===== config.mk =====
export PLATFORM = sky130hd
export DESIGN_NAME = trig_cycle_arbiter
export DESIGN_NICKNAME = d
export VERILOG_FILES = /design/src/rtl/trig_pkg.sv /design/src/rtl/trig_sync_edge.sv /design/src/rtl/trig_prescaler.sv /design/src/rtl/trig_cycle_ctrl.sv /design/src/rtl/trig_cycle_arbiter.sv
export SDC_FILE = /design/constraint.sdc
export NUM_CORES = 1
export LEC_CHECK = 0
export ABC_AREA = 1
export ABC_CLOCK_PERIOD_IN_PS = 2100
export BUFFER_PORTS_ARGS = -buffer_cell sky130_fd_sc_hd__buf_4
export CAP_MARGIN = 40
export CORE_ASPECT_RATIO = 0.6
export CORE_MARGIN = 2
export CORE_UTILIZATION = 59
export CTS_CLUSTER_DIAMETER = 30
export DETAILED_ROUTE_END_ITERATION = 10
export PLACE_DENSITY = 0.85
export SYNTH_ARGS = -nofsm -noshare
export SYNTH_HDL_FRONTEND = slang
export SYNTH_SLANG_ARGS = --single-unit

===== constraint.sdc =====
create_clock -name clk -period 2.1 [get_ports clk]
set_clock_uncertainty 0.15 [all_clocks]
set_input_delay 0.105 -clock clk [delete_from_list [all_inputs] [get_ports clk]]
set_output_delay 0.105 -clock clk [all_outputs]
set_load 0.01 [all_outputs]

===== src/rtl/trig_pkg.sv =====
package trig_pkg;
    typedef enum logic [2:0] {
        SRC_EXT_RISE = 3'd0,
        SRC_EXT_FALL = 3'd1,
        SRC_FAST     = 3'd2,
        SRC_DDS      = 3'd3,
        SRC_SW       = 3'd4
    } trig_src_e;

    typedef enum logic [1:0] {
        CY_IDLE = 2'd0,
        CY_RUN  = 2'd1,
        CY_HOLD = 2'd2
    } cyc_state_e;
endpackage


===== src/rtl/trig_sync_edge.sv =====
module trig_sync_edge #(
    parameter int STAGES = 2
) (
    input  logic clk,
    input  logic rst_n,
    input  logic din,
    output logic rise,
    output logic fall
);
    typedef struct packed {
        logic [STAGES-1:0] sync;
        logic              prev;
    } sync_t;

    sync_t r_d, r_q;

    always_comb begin
        r_d      = r_q;
        r_d.sync = {r_q.sync[STAGES-2:0], din};
        r_d.prev = r_q.sync[STAGES-1];
        rise     = r_q.sync[STAGES-1] & ~r_q.prev;
        fall     = ~r_q.sync[STAGES-1] & r_q.prev;
    end

    always_ff @(posedge clk or negedge rst_n) begin
        if (!rst_n) r_q <= '0;
        else        r_q <= r_d;
    end
endmodule


===== src/rtl/trig_prescaler.sv =====
module trig_prescaler #(
    parameter int DIV_W = 32
) (
    input  logic             clk,
    input  logic             rst_n,
    input  logic             trig_in,
    input  logic [DIV_W-1:0] div_val,
    input  logic             div_wr,
    output logic             fire
);
    typedef struct packed {
        logic [DIV_W-1:0] count;
    } pre_t;

    pre_t r_d, r_q;
    logic at_limit;

    always_comb begin
        r_d      = r_q;
        fire     = 1'b0;
        at_limit = (div_val <= DIV_W'(1)) || (r_q.count >= div_val - DIV_W'(1));
        if (div_wr) begin
            r_d.count = '0;
        end else if (trig_in) begin
            if (at_limit) begin
                fire      = 1'b1;
                r_d.count = '0;
            end else begin
                r_d.count = r_q.count + DIV_W'(1);
            end
        end
    end

    always_ff @(posedge clk or negedge rst_n) begin
        if (!rst_n) r_q <= '0;
        else        r_q <= r_d;
    end
endmodule


===== src/rtl/trig_cycle_ctrl.sv =====
module trig_cycle_ctrl
    import trig_pkg::*;
#(
    parameter int HOLD_CYC = 4,
    parameter int NUM_CH   = 8
) (
    input  logic              clk,
    input  logic              rst_n,
    input  logic              gate_en,
    input  logic              fire,
    input  logic [NUM_CH-1:0] ch_enable,
    input  logic [NUM_CH-1:0] ch_done,
    output logic              accept,
    output logic              start_pulse,
    output logic              busy
);
    localparam int HW = $clog2(HOLD_CYC + 1);

    typedef struct packed {
        cyc_state_e    state;
        logic [HW-1:0] hold;
        logic          start;
    } ctl_t;

    ctl_t r_d, r_q;
    logic all_done;

    always_comb begin
        r_d       = r_q;
        r_d.start = 1'b0;
        all_done  = &(ch_done | ~ch_enable);
        accept    = (r_q.state == CY_IDLE) && gate_en;
        case (r_q.state)
            CY_IDLE: begin
                if (fire) begin
                    r_d.state = CY_RUN;
                    r_d.start = 1'b1;
                end
            end
            CY_RUN: begin
                if (all_done) begin
                    r_d.state = CY_HOLD;
                    r_d.hold  = HW'(HOLD_CYC);
                end
            end
            CY_HOLD: begin
                if (r_q.hold <= HW'(1)) begin
                    r_d.state = CY_IDLE;
                    r_d.hold  = '0;
                end else begin
                    r_d.hold = r_q.hold - HW'(1);
                end
            end
            default: r_d.state = CY_IDLE;
        endcase
        start_pulse = r_q.start;
        busy        = (r_q.state != CY_IDLE);
    end

    always_ff @(posedge clk or negedge rst_n) begin
        if (!rst_n) r_q <= '{state: CY_IDLE, hold: '0, start: 1'b0};
        else        r_q <= r_d;
    end
endmodule


===== src/rtl/trig_cycle_arbiter.sv =====
module trig_cycle_arbiter
    import trig_pkg::*;
#(
    parameter int DIV_W       = 32,
    parameter int NUM_CH      = 8,
    parameter int HOLD_CYC    = 4,
    parameter int SYNC_STAGES = 2
) (
    input  logic              clk,
    input  logic              rst_n,
    input  logic              ext_trig_in,
    input  logic              dds_tick,
    input  logic              sw_trig,
    input  logic [2:0]        src_sel,
    input  logic [DIV_W-1:0]  divisor,
    input  logic              div_wr,
    input  logic              gate_en,
    input  logic [NUM_CH-1:0] ch_enable,
    input  logic [NUM_CH-1:0] ch_done,
    output logic              start_pulse,
    output logic              busy
);
    logic ext_rise, ext_fall;
    logic raw_trig, qual_trig, fire, accept;

    generate
        if (SYNC_STAGES < 2) begin : g_sync_min
            trig_sync_edge #(.STAGES(2)) u_sync (
                .clk(clk), .rst_n(rst_n), .din(ext_trig_in),
                .rise(ext_rise), .fall(ext_fall));
        end else begin : g_sync
            trig_sync_edge #(.STAGES(SYNC_STAGES)) u_sync (
                .clk(clk), .rst_n(rst_n), .din(ext_trig_in),
                .rise(ext_rise), .fall(ext_fall));
        end
    endgenerate

    always_comb begin
        case (src_sel)
            SRC_EXT_RISE: raw_trig = ext_rise;
            SRC_EXT_FALL: raw_trig = ext_fall;
            SRC_FAST:     raw_trig = 1'b1;
            SRC_DDS:      raw_trig = dds_tick;
            SRC_SW:       raw_trig = sw_trig;
            default:      raw_trig = 1'b0;
        endcase
        qual_trig = raw_trig & accept;
    end

    trig_prescaler #(.DIV_W(DIV_W)) u_pre (
        .clk(clk), .rst_n(rst_n), .trig_in(qual_trig),
        .div_val(divisor), .div_wr(div_wr), .fire(fire));

    trig_cycle_ctrl #(.HOLD_CYC(HOLD_CYC), .NUM_CH(NUM_CH)) u_ctl (
        .clk(clk), .rst_n(rst_n), .gate_en(gate_en), .fire(fire),
        .ch_enable(ch_enable), .ch_done(ch_done), .accept(accept),
        .start_pulse(start_pulse), .busy(busy));
endmodule


Word-level counts from Yosys, hierarchy flattened
Index checks and enable logic that the tools add are counted.

Divide/modulo/power cells: 0. Multiplexer cells: 15. Eq/ne operators: 9. Bitwise operators: 7. Multipliers: 0. Shift operators: 0. Reductions and logical operators: 10. $add $sub $neg: 3. Magnitude comparators: 3.

Operator list (number): two-way mux 32 bit (3); adder 32 x 1 -> 32 bit (second input constant) (1); >= comparator 32 bit (1); <= comparator 32 x 1 -> 1 bit (second input constant) (1); subtractor 32 x 1 -> 32 bit (second input constant) (1); inverter 8 bit (1); OR 8 bit (1); AND reduction 8 bit (1); == test 3 x 2 -> 1 bit (second input constant) (2); one-hot mux 2 bit (3 select lines) (1); one-hot mux 3 bit (2 select lines) (1); nonzero test 2 bit (3); two-way mux 1 bit (5); two-way mux 5 bit (1); one-hot mux 1 bit (5 select lines) (1); two-way mux 2 bit (2); inequality test 2 x 1 -> 1 bit (second input constant) (2); bitwise AND 1 bit (3); == test 3 x 1 -> 1 bit (second input constant) (1); == test 3 bit (second input constant) (1); <= comparator 3 x 1 -> 1 bit (second input constant) (1); zero test 3 bit (1); two-way mux 3 bit (1); AND reduction 3 bit (1); other kinds (9) (10).

Memories: 0. Register bits after elaboration: 41. Output and inout port bits: 2. Latch bits: 0. Memory bits (read-only): 0. Input bits: 58. Memory bits (writable): 0.

Longest topological paths before layout
Gate-level depths: netlist (run 1).

Depth in word-level cells: 8. Gate-level depth with buffers: 22.

Hierarchy
Synthesis (run 1) repeated with hierarchy kept, for this count alone.

Cell total of the unflattened synthesis: 738. Area, all modules: 4545.6 sq um.

Modules (own cells, without submodules): trig_prescaler (seq. area each 800.8 sq um, area an instance 3980.1 sq um, times used 1, cells each 657); trig_cycle_ctrl (seq. area each 150.1 sq um, area an instance 416.6 sq um, times used 1, cells each 61); trig_sync_edge (seq. area each 75.1 sq um, area an instance 90.1 sq um, times used 1, cells each 7); trig_cycle_arbiter (seq. area each 0.0 sq um, area an instance 58.8 sq um, times used 1, cells each 13).

Least setup slack after synthesis (run 1)
OpenSTA, ideal clock, no wires.

Kind: input to register. Start point: input port divisor[0]. End point: register u_pre.r_q[12] in the netlist's numbering. Arrival: 2.405 ns. Path slack: -0.528 ns. Library setup time: 0.073 ns. Data required time: 1.877 ns. Path buffers: 1. Stages on the path: 18. Path through: inv_1 > ha_1 > nand2_1 > nor2_2 > nand3_4 > nor3_4 > nand4_1 > nor2_1 > xnor2_1 > ha_1 > nand4_1 > a21oi_1 > nor2_1 > nand2_1 > nor2_2 > nand3_4 > buf_6 > a21oi_2.

Longest elaborated chain between the ends: 6. Elaborated cells between the ends (all ways): 7. Classes of those cells: add/sub (1); order compare (2); mux (3); reduce/logical (1).

RTL lines: from (decl) (RTL line trig_cycle_arbiter.sv:15) `input logic [DIV_W-1:0] divisor,`; subtractor 32 x 1 -> 32 bit (RTL line trig_prescaler.sv:21) `at_limit = (div_val <= DIV_W'(1)) || (r_q.count >= div_val - DIV_W'(1));`; >= comparator 32 bit (RTL line trig_prescaler.sv:21); logical OR 1 bit * (RTL line trig_prescaler.sv:21); two-way mux 32 bit * (RTL line trig_prescaler.sv:25) `if (at_limit) begin`; two-way mux 32 bit * (RTL line trig_prescaler.sv:24) `end else if (trig_in) begin`; two-way mux 32 bit * (RTL line trig_prescaler.sv:22) `if (div_wr) begin`; to (signal assigned) (RTL line trig_prescaler.sv:36) `else r_q <= r_d;`; to (decl) (RTL line trig_prescaler.sv:15) `pre_t r_d, r_q;`.

Every way passes the cells marked *; elsewhere a longest branch is shown, timed or not. The select of a mux whose other input is x is not followed. A chain may end at the register's enable or synchronous reset.

Final worst setup path (run 1)
Start point: input port divisor[11]. End point: register u_pre.r_q[6] in the netlist's numbering.

The elaborated chain is that of the path after synthesis.

==> results of run 1 <==
layout by cell type, fill, tap and decap left out, types with 3 or more instances in the layout:
cell	synthesis	layout
nor2_2	10	12
xor2_1	31	30
nor2_1	63	57
nor4_1	3	3
xnor2_2	0	3
inv_1	97	92
nand4_1	21	21
a21oi_2	21	26
nor3_4	2	4
nand2_2	5	9
nand2_1	154	147
nor2_4	6	10
o21ai_0	11	8
inv_2	1	4
a21oi_1	21	15
nand2_4	1	3
buf_12	0	6
buf_4	3	140
nor3_1	6	5
dfrtp_1	41	41
nand3_1	24	24
ha_1	37	35
clkbuf_16	0	6
xnor2_1	14	11
nand3_2	7	7
metrics by stage:
step                      hold slack (ns)  total power [uW]  std cells  utilization [%]
after floorplan                    -0.341              1130        603                -
after global placement            -0.0395              1360        816             79.1
after detailed placement          -0.0314              1400        816             79.1
after CTS                           0.116              2150        837             84.4
after global routing                0.187              2290        841             86.8
final                               0.142              2220        841             86.8
cell families (layout without fill, tap and decap cells):
kind of cell | Yosys count | after routing | synth area share, %
xor+xnor | 45 | 45 | 9.33
buf+inv | 107 | 258 | 10.5
simple gates | 309 | 309 | 34.9
fa+ha+maj | 37 | 37 | 11.0
flops | 41 | 41 | 24.3
compound gates | 64 | 64 | 9.93
sequential cells by signal (all words and copies together), names as in the netlist:
name               flops
u_pre.r_q             32
g_sync.u_sync.r_q      1
g_sync.u_sync.r_d      2
u_ctl.start_pulse      1
u_ctl.r_q              5
repair_timing:
action,4_1_cts,5_1_grt
endpoints found under the hold margin,42,0
gates cloned,0,1
buffers inserted,11,3
hold buffers,2,0
pin swaps,11,6
resized for setup,29,26
setup endpoints to repair,34,34
where the power goes:
group / switching [uW] / total (uW) / internal [uW]
Clock: 318 / 755 / 437
Combinational: 345 / 622 / 277
Sequential: 18.7 / 842 / 823
Total: 682 / 2220 / 1540
layout make-up:
| cell class | count | area share, % |
|---|---|---|
| Multi-Input combinational cell | 455 | 50.4 |
| Timing Repair Buffer | 152 | 21.3 |
| Sequential cell | 41 | 17.4 |
| Inverter | 98 | 6.73 |
| Clock buffer | 6 | 2.19 |
| Tap cell | 87 | 1.85 |
| Clock inverter | 2 | 0.170 |
per-layer routing:
| metal | vias up | routed length (um) |
|---|---|---|
| met5 | - | 0 |
| met2 | 365 | 6530 |
| met4 | 0 | 764 |
| met3 | 114 | 1750 |
| met1 | 2235 | 5990 |
| li1 | 2226 | - |
path summary, 6_finish.rpt:
check | from | endpoint | slack (ns)
worst max register to register | u_ctl.r_q[4] | u_pre.r_q[13] | -0.21
min in group asynchronous | rst_n | u_ctl.r_q[3] | 0.19
worst min-delay path | ch_enable[1] | u_ctl.r_q[5] | 0.14
max in group asynchronous | rst_n | u_pre.r_q[30] | 1.25
worst max-delay path | divisor[11] | u_pre.r_q[6] | -0.72
worst min register to register | g_sync.u_sync.r_d[2] | g_sync.u_sync.r_d[0] | 0.20
critical path, delay by kind of cell:
family | cells | cell delay, ns
adder cells (fa/ha/maj) | 1 | 0.27
buffers and inverters | 3 | 0.54
AND/OR/NAND/NOR | 9 | 1.63
AO/OA/AOI/OAI | 2 | 0.20
XOR/XNOR | 1 | 0.14
==> impl_metrics.tcl, run 1 <==
set metrics [dict create \
    status "finished with violations" \
    violations "DRC, setup timing" \
    crit_chain "buf_4 -> nor2_1 -> nand2_1 -> nor3_4 -> nand4_1 -> buf_4 -> xor2_1 -> ha_1 -> nand4_1 -> a21oi_1 -> nor2_1 -> nand2_1 -> nor2_4 -> nand3_4 -> clkbuf_16 -> a21oi_2" \
    via_count 4940 \
    gr-usage-met1_pct 47.3 \
    drc 7 \
    synth_fp_nets 698 \
    placed_area_sq_um 5370 \
    stdcell_area_sq_um 5900 \
    dp_hpwl_um 9530 \
    power_density_nw_per_um2 376 \
    worstPathArrival_ns 2.89 \
    drt_wl_total_um 15000 \
    first_global_vias 4535 \
    hold_path.class "in -> reg" \
    cts_root_buffer "clkbuf_16" \
    grt-busiest-layer "met2" \
    clock-sinks 41 \
    synth-seq-area-share_pct 24.3 \
    clk_pin_slew_ns 0.06 \
    syn_area_per_cell_sq_um 7.00 \
    die_x_um 113 \
    final_nets 848 \
    ir_drop_mv 0.554 \
    async_flop_share_pct 100 \
    synth_cell_types 34 \
    drv_cap 0 \
    ios 60 \
    synth.cell_area_sq_um 4220 \
    ys_dominant_reg_cell "dfrtp_1" \
    required_ns 2.17 \
    tns_ns -23.43 \
    core_area_sq_um 6790 \
    die-area_sq_um 7870 \
    max-clock-path-buffers 2 \
    clk_latency_ns 0.29 \
    setup_slack_ns -0.723 \
    synth_top_area_share_pct 24.3 \
    grt.total_usage_pct 33.4 \
    antenna_found_initial 0 \
    io_buffers 59 \
    diodes 0 \
    placementRows 23 \
    dr.pass1.iters 9 \
    post-place-ws_ns -0.916 \
    min_period_over_period_pct 134 \
    yosys.area.top_type "dfrtp_1" \
    wl_per_cell_um 17.9 \
    tightest_slew_ns 0.525 \
    synth_area_leaders "dfrtp_1 (24%), nand2_1 (14%), ha_1 (11%), inv_1 (8.6%), xor2_1 (6.4%)" \
    rsz0062_at_grt "yes" \
    fmax_mhz 354 \
    setup_violations 34 \
    hold_violations 0 \
    path_class "in -> reg" \
    grt_util_met2_pct 51.2 \
    fp.dieH_um 69.5 \
    timing.slew.headroom_pct 65.0 \
    synth_edf_count 0 \
    slew_violations 0 \
    cp-start-kind "primary input" \
    grt_pass1_wl_um 21100 \
    hold_path_depth 6 \
    fillers 330 \
    detail-route-antenna-nets 0 \
    synth_common_cells "nand2_1 (154), inv_1 (97), nor2_1 (63)" \
    avgViaCountPerCell 5.87 \
    cp_max_fo 6 \
    ys_ff_latch 41 \
    yosysWarnings 0 \
    grt_util_met3_pct 6.47 \
    grt_overflow 0 \
    cts_tree "built" \
    end_kind "register" \
    synth_most_common_cell "nand2_1" \
    cpPeakStageDelay_ns 0.32 \
    min_period_ns 2.82 \
    worst-r2r-cell-count 11 \
    cts_buffers 5 \
    layout-drive-gt1-share_pct 33.3 \
    netlist_instances 603 \
    p_leak_uw 0.00301 \
    syn_to_final_growth_pct 39.6 \
    initial_core_util_pct 62.2 \
    grt_max_degree 42 \
    regArea_sq_um 1030 \
    drt-initial-drc-count 789 \
    multi_input_area_sq_um 2970 \
    crit_slowest_cell "nor3_4" \
    cts_htree_levels 2 \
    gp_congestion 0.923 \
]
Note: power is estimated with default switching activity, not from simulation.
==> run 2, diff against run 1 <==
RECOVER_POWER = 50   (was not set)
==> run 2 against run 1 <==
Compared with the run above:
- the run still ends with DRC, setup timing left
- die area stayed put
- core utilization is essentially flat
- first-iteration DRC count fell by 7.0%
- final cell count unchanged
- largest cell class unchanged
- largest power group unchanged
==> impl_metrics.tcl, run 2 (synthesis results as in run 1) <==
set metrics [dict create \
    status "finished with violations" \
    violations "DRC, setup timing" \
    grt_max_degree 42 \
    min_period_over_period_pct 135 \
    diodes 0 \
    drt_wl_total_um 15000 \
    regMostFlops "u_pre.r_q" \
    cts_buffers 5 \
    fmax_mhz 353 \
    layout-drive-gt1-share_pct 33.3 \
    ios 60 \
    dr.pass1.iters 8 \
    drc 7 \
    crit_end "u_pre.r_q[6]" \
    dp_hpwl_um 9530 \
    die-area_sq_um 7870 \
    worst-r2r-cell-count 11 \
    power_density_nw_per_um2 375 \
    path_class "in -> reg" \
    cts_tree "built" \
    setup_slack_ns -0.731 \
    gp_congestion 0.923 \
    end_kind "register" \
    cp-start-kind "primary input" \
    fp.dieH_um 69.5 \
    cp_max_fo 6 \
    clock-sinks 41 \
    tightest_slew_ns 1.07 \
    fillers 330 \
    tns_ns -23.22 \
    cts_htree_levels 2 \
    avgViaCountPerCell 5.89 \
    setup_violations 34 \
    r2r-start "u_ctl.r_q[4]" \
    syn_to_final_growth_pct 39.6 \
    rrSetupSlack_ns -0.20 \
    slew_violations 0 \
    placed_cells 816 \
    timing.slew.headroom_pct 28.8 \
    cts_root_buffer "clkbuf_16" \
    reg2reg_to "u_pre.r_q[13]" \
    detail-route-antenna-nets 0 \
    fin_util_pct 86.8 \
    final_nets 848 \
    p_leak_uw 0.00301 \
    first_global_vias 4535 \
    core_area_sq_um 6790 \
    grt_pass1_wl_um 21100 \
    drt-initial-drc-count 734 \
    clk_pin_slew_ns 0.06 \
    wl_per_cell_um 17.8 \
    mostFrequentLayoutCells "nand2_1 (147), buf_4 (138), inv_1 (92)" \
    io_buffers 59 \
    grt_overflow 0 \
    crit_path_start "divisor[11]" \
    largest_reg_flops 32 \
    grt.total_usage_pct 33.4 \
    hold_violations 0 \
    hold_path.class "in -> reg" \
    rsz0062_at_grt "yes" \
    antenna_found_initial 0 \
    drv_cap 0 \
    required_ns 2.16 \
    placementRows 23 \
    die_x_um 113 \
    max-clock-path-buffers 2 \
    initial_core_util_pct 62.2 \
    final_cells 841 \
    worstPathArrival_ns 2.89 \
    holdWs_ns 0.133 \
    final_common_cell "nand2_1" \
    via_count 4954 \
    ir_drop_mv 0.555 \
    min_period_ns 2.83 \
    clk_latency_ns 0.29 \
]
==> run 2: changes by cell type in the layout (fill, tap and decap cells not counted) <==
cell	before	now
buf_4	140	138
clkbuf_4	0	1
clkbuf_2	0	1
==> run 2: where the power goes <==
| part | leakage (uW) | switching, uW | internal [uW] | total [uW] |
|---|---|---|---|---|
| registers | 0.000558 | 17.9 | 823 | 841 |
| clock network | 0.0000706 | 316 | 437 | 753 |
| logic | 0.00238 | 343 | 275 | 618 |
| total | 0.00301 | 677 | 1540 | 2210 |
==> run 2: worst min-delay path by stage <==
stage | slack, ns | end | cells past startpoint | start
after floorplan | -0.34 | g_sync.u_sync.r_d[0] | 0 | rst_n
after CTS | 0.12 | u_ctl.r_q[5] | 6 | ch_enable[1]
final | 0.13 | u_ctl.r_q[5] | 6 | ch_enable[1]
after global routing | 0.19 | u_ctl.r_q[4] | 5 | ch_enable[1]
after detailed placement | -0.03 | g_sync.u_sync.r_d[0] | 1 | rst_n
after global placement | -0.04 | u_ctl.r_q[1] | 1 | rst_n
==> run 2: cell type report <==
cell class | count | area, sq um | share of cell area (%)
clock buffers | 6 | 129 | 2.19
repair buffers | 152 | 1250 | 21.2
inverters | 98 | 397 | 6.73
clock inverters | 2 | 10.0 | 0.170
well taps | 87 | 109 | 1.85
flip-flops and latches | 41 | 1030 | 17.4
multi-input cells | 455 | 2970 | 50.4
==> run 2: layer usage <==
metal / wire [um] / track usage, % / vias up
met2: 6430 / 51.2 / 379
met3: 1800 / 6.47 / 121
met1: 5940 / 47.3 / 2231
met4: 835 / 11.7 / 0
li1: - / - / 2223
met5: 0 / 0 / -
==> run 2: per-stage QoR <==
stage / area [sq um] / setup WS, ns / total power, uW
2_1_floorplan: 4280 / -0.476 / 1130
3_3_place_gp: 5370 / -0.786 / 1360
3_5_place_dp: 5370 / -0.916 / 1400
4_1_cts: 5730 / -0.417 / 2150
5_1_grt: 5890 / -0.803 / 2290
6_report: 5890 / -0.731 / 2210
==> run 2: critical path: stages <==
cell and delay (ns):
buf_4 0.13, nor2_1 0.22, nand2_1 0.22, nor3_4 0.31, nand4_1 0.20, buf_4 0.18
xor2_1 0.14, ha_1 0.27, nand4_1 0.16, a21oi_1 0.07, nor2_1 0.12, nand2_1 0.10
nor2_4 0.14, nand3_4 0.15, clkbuf_16 0.22, a21oi_2 0.14
==> run 2: timing repair <==
action,in CTS,in global routing
gates resized for setup,29,26
hold buffers,2,0
pin swaps,11,6
cloned,0,1
endpoints found under the hold margin,42,0
setup endpoints to repair,34,34
buffers inserted,11,3
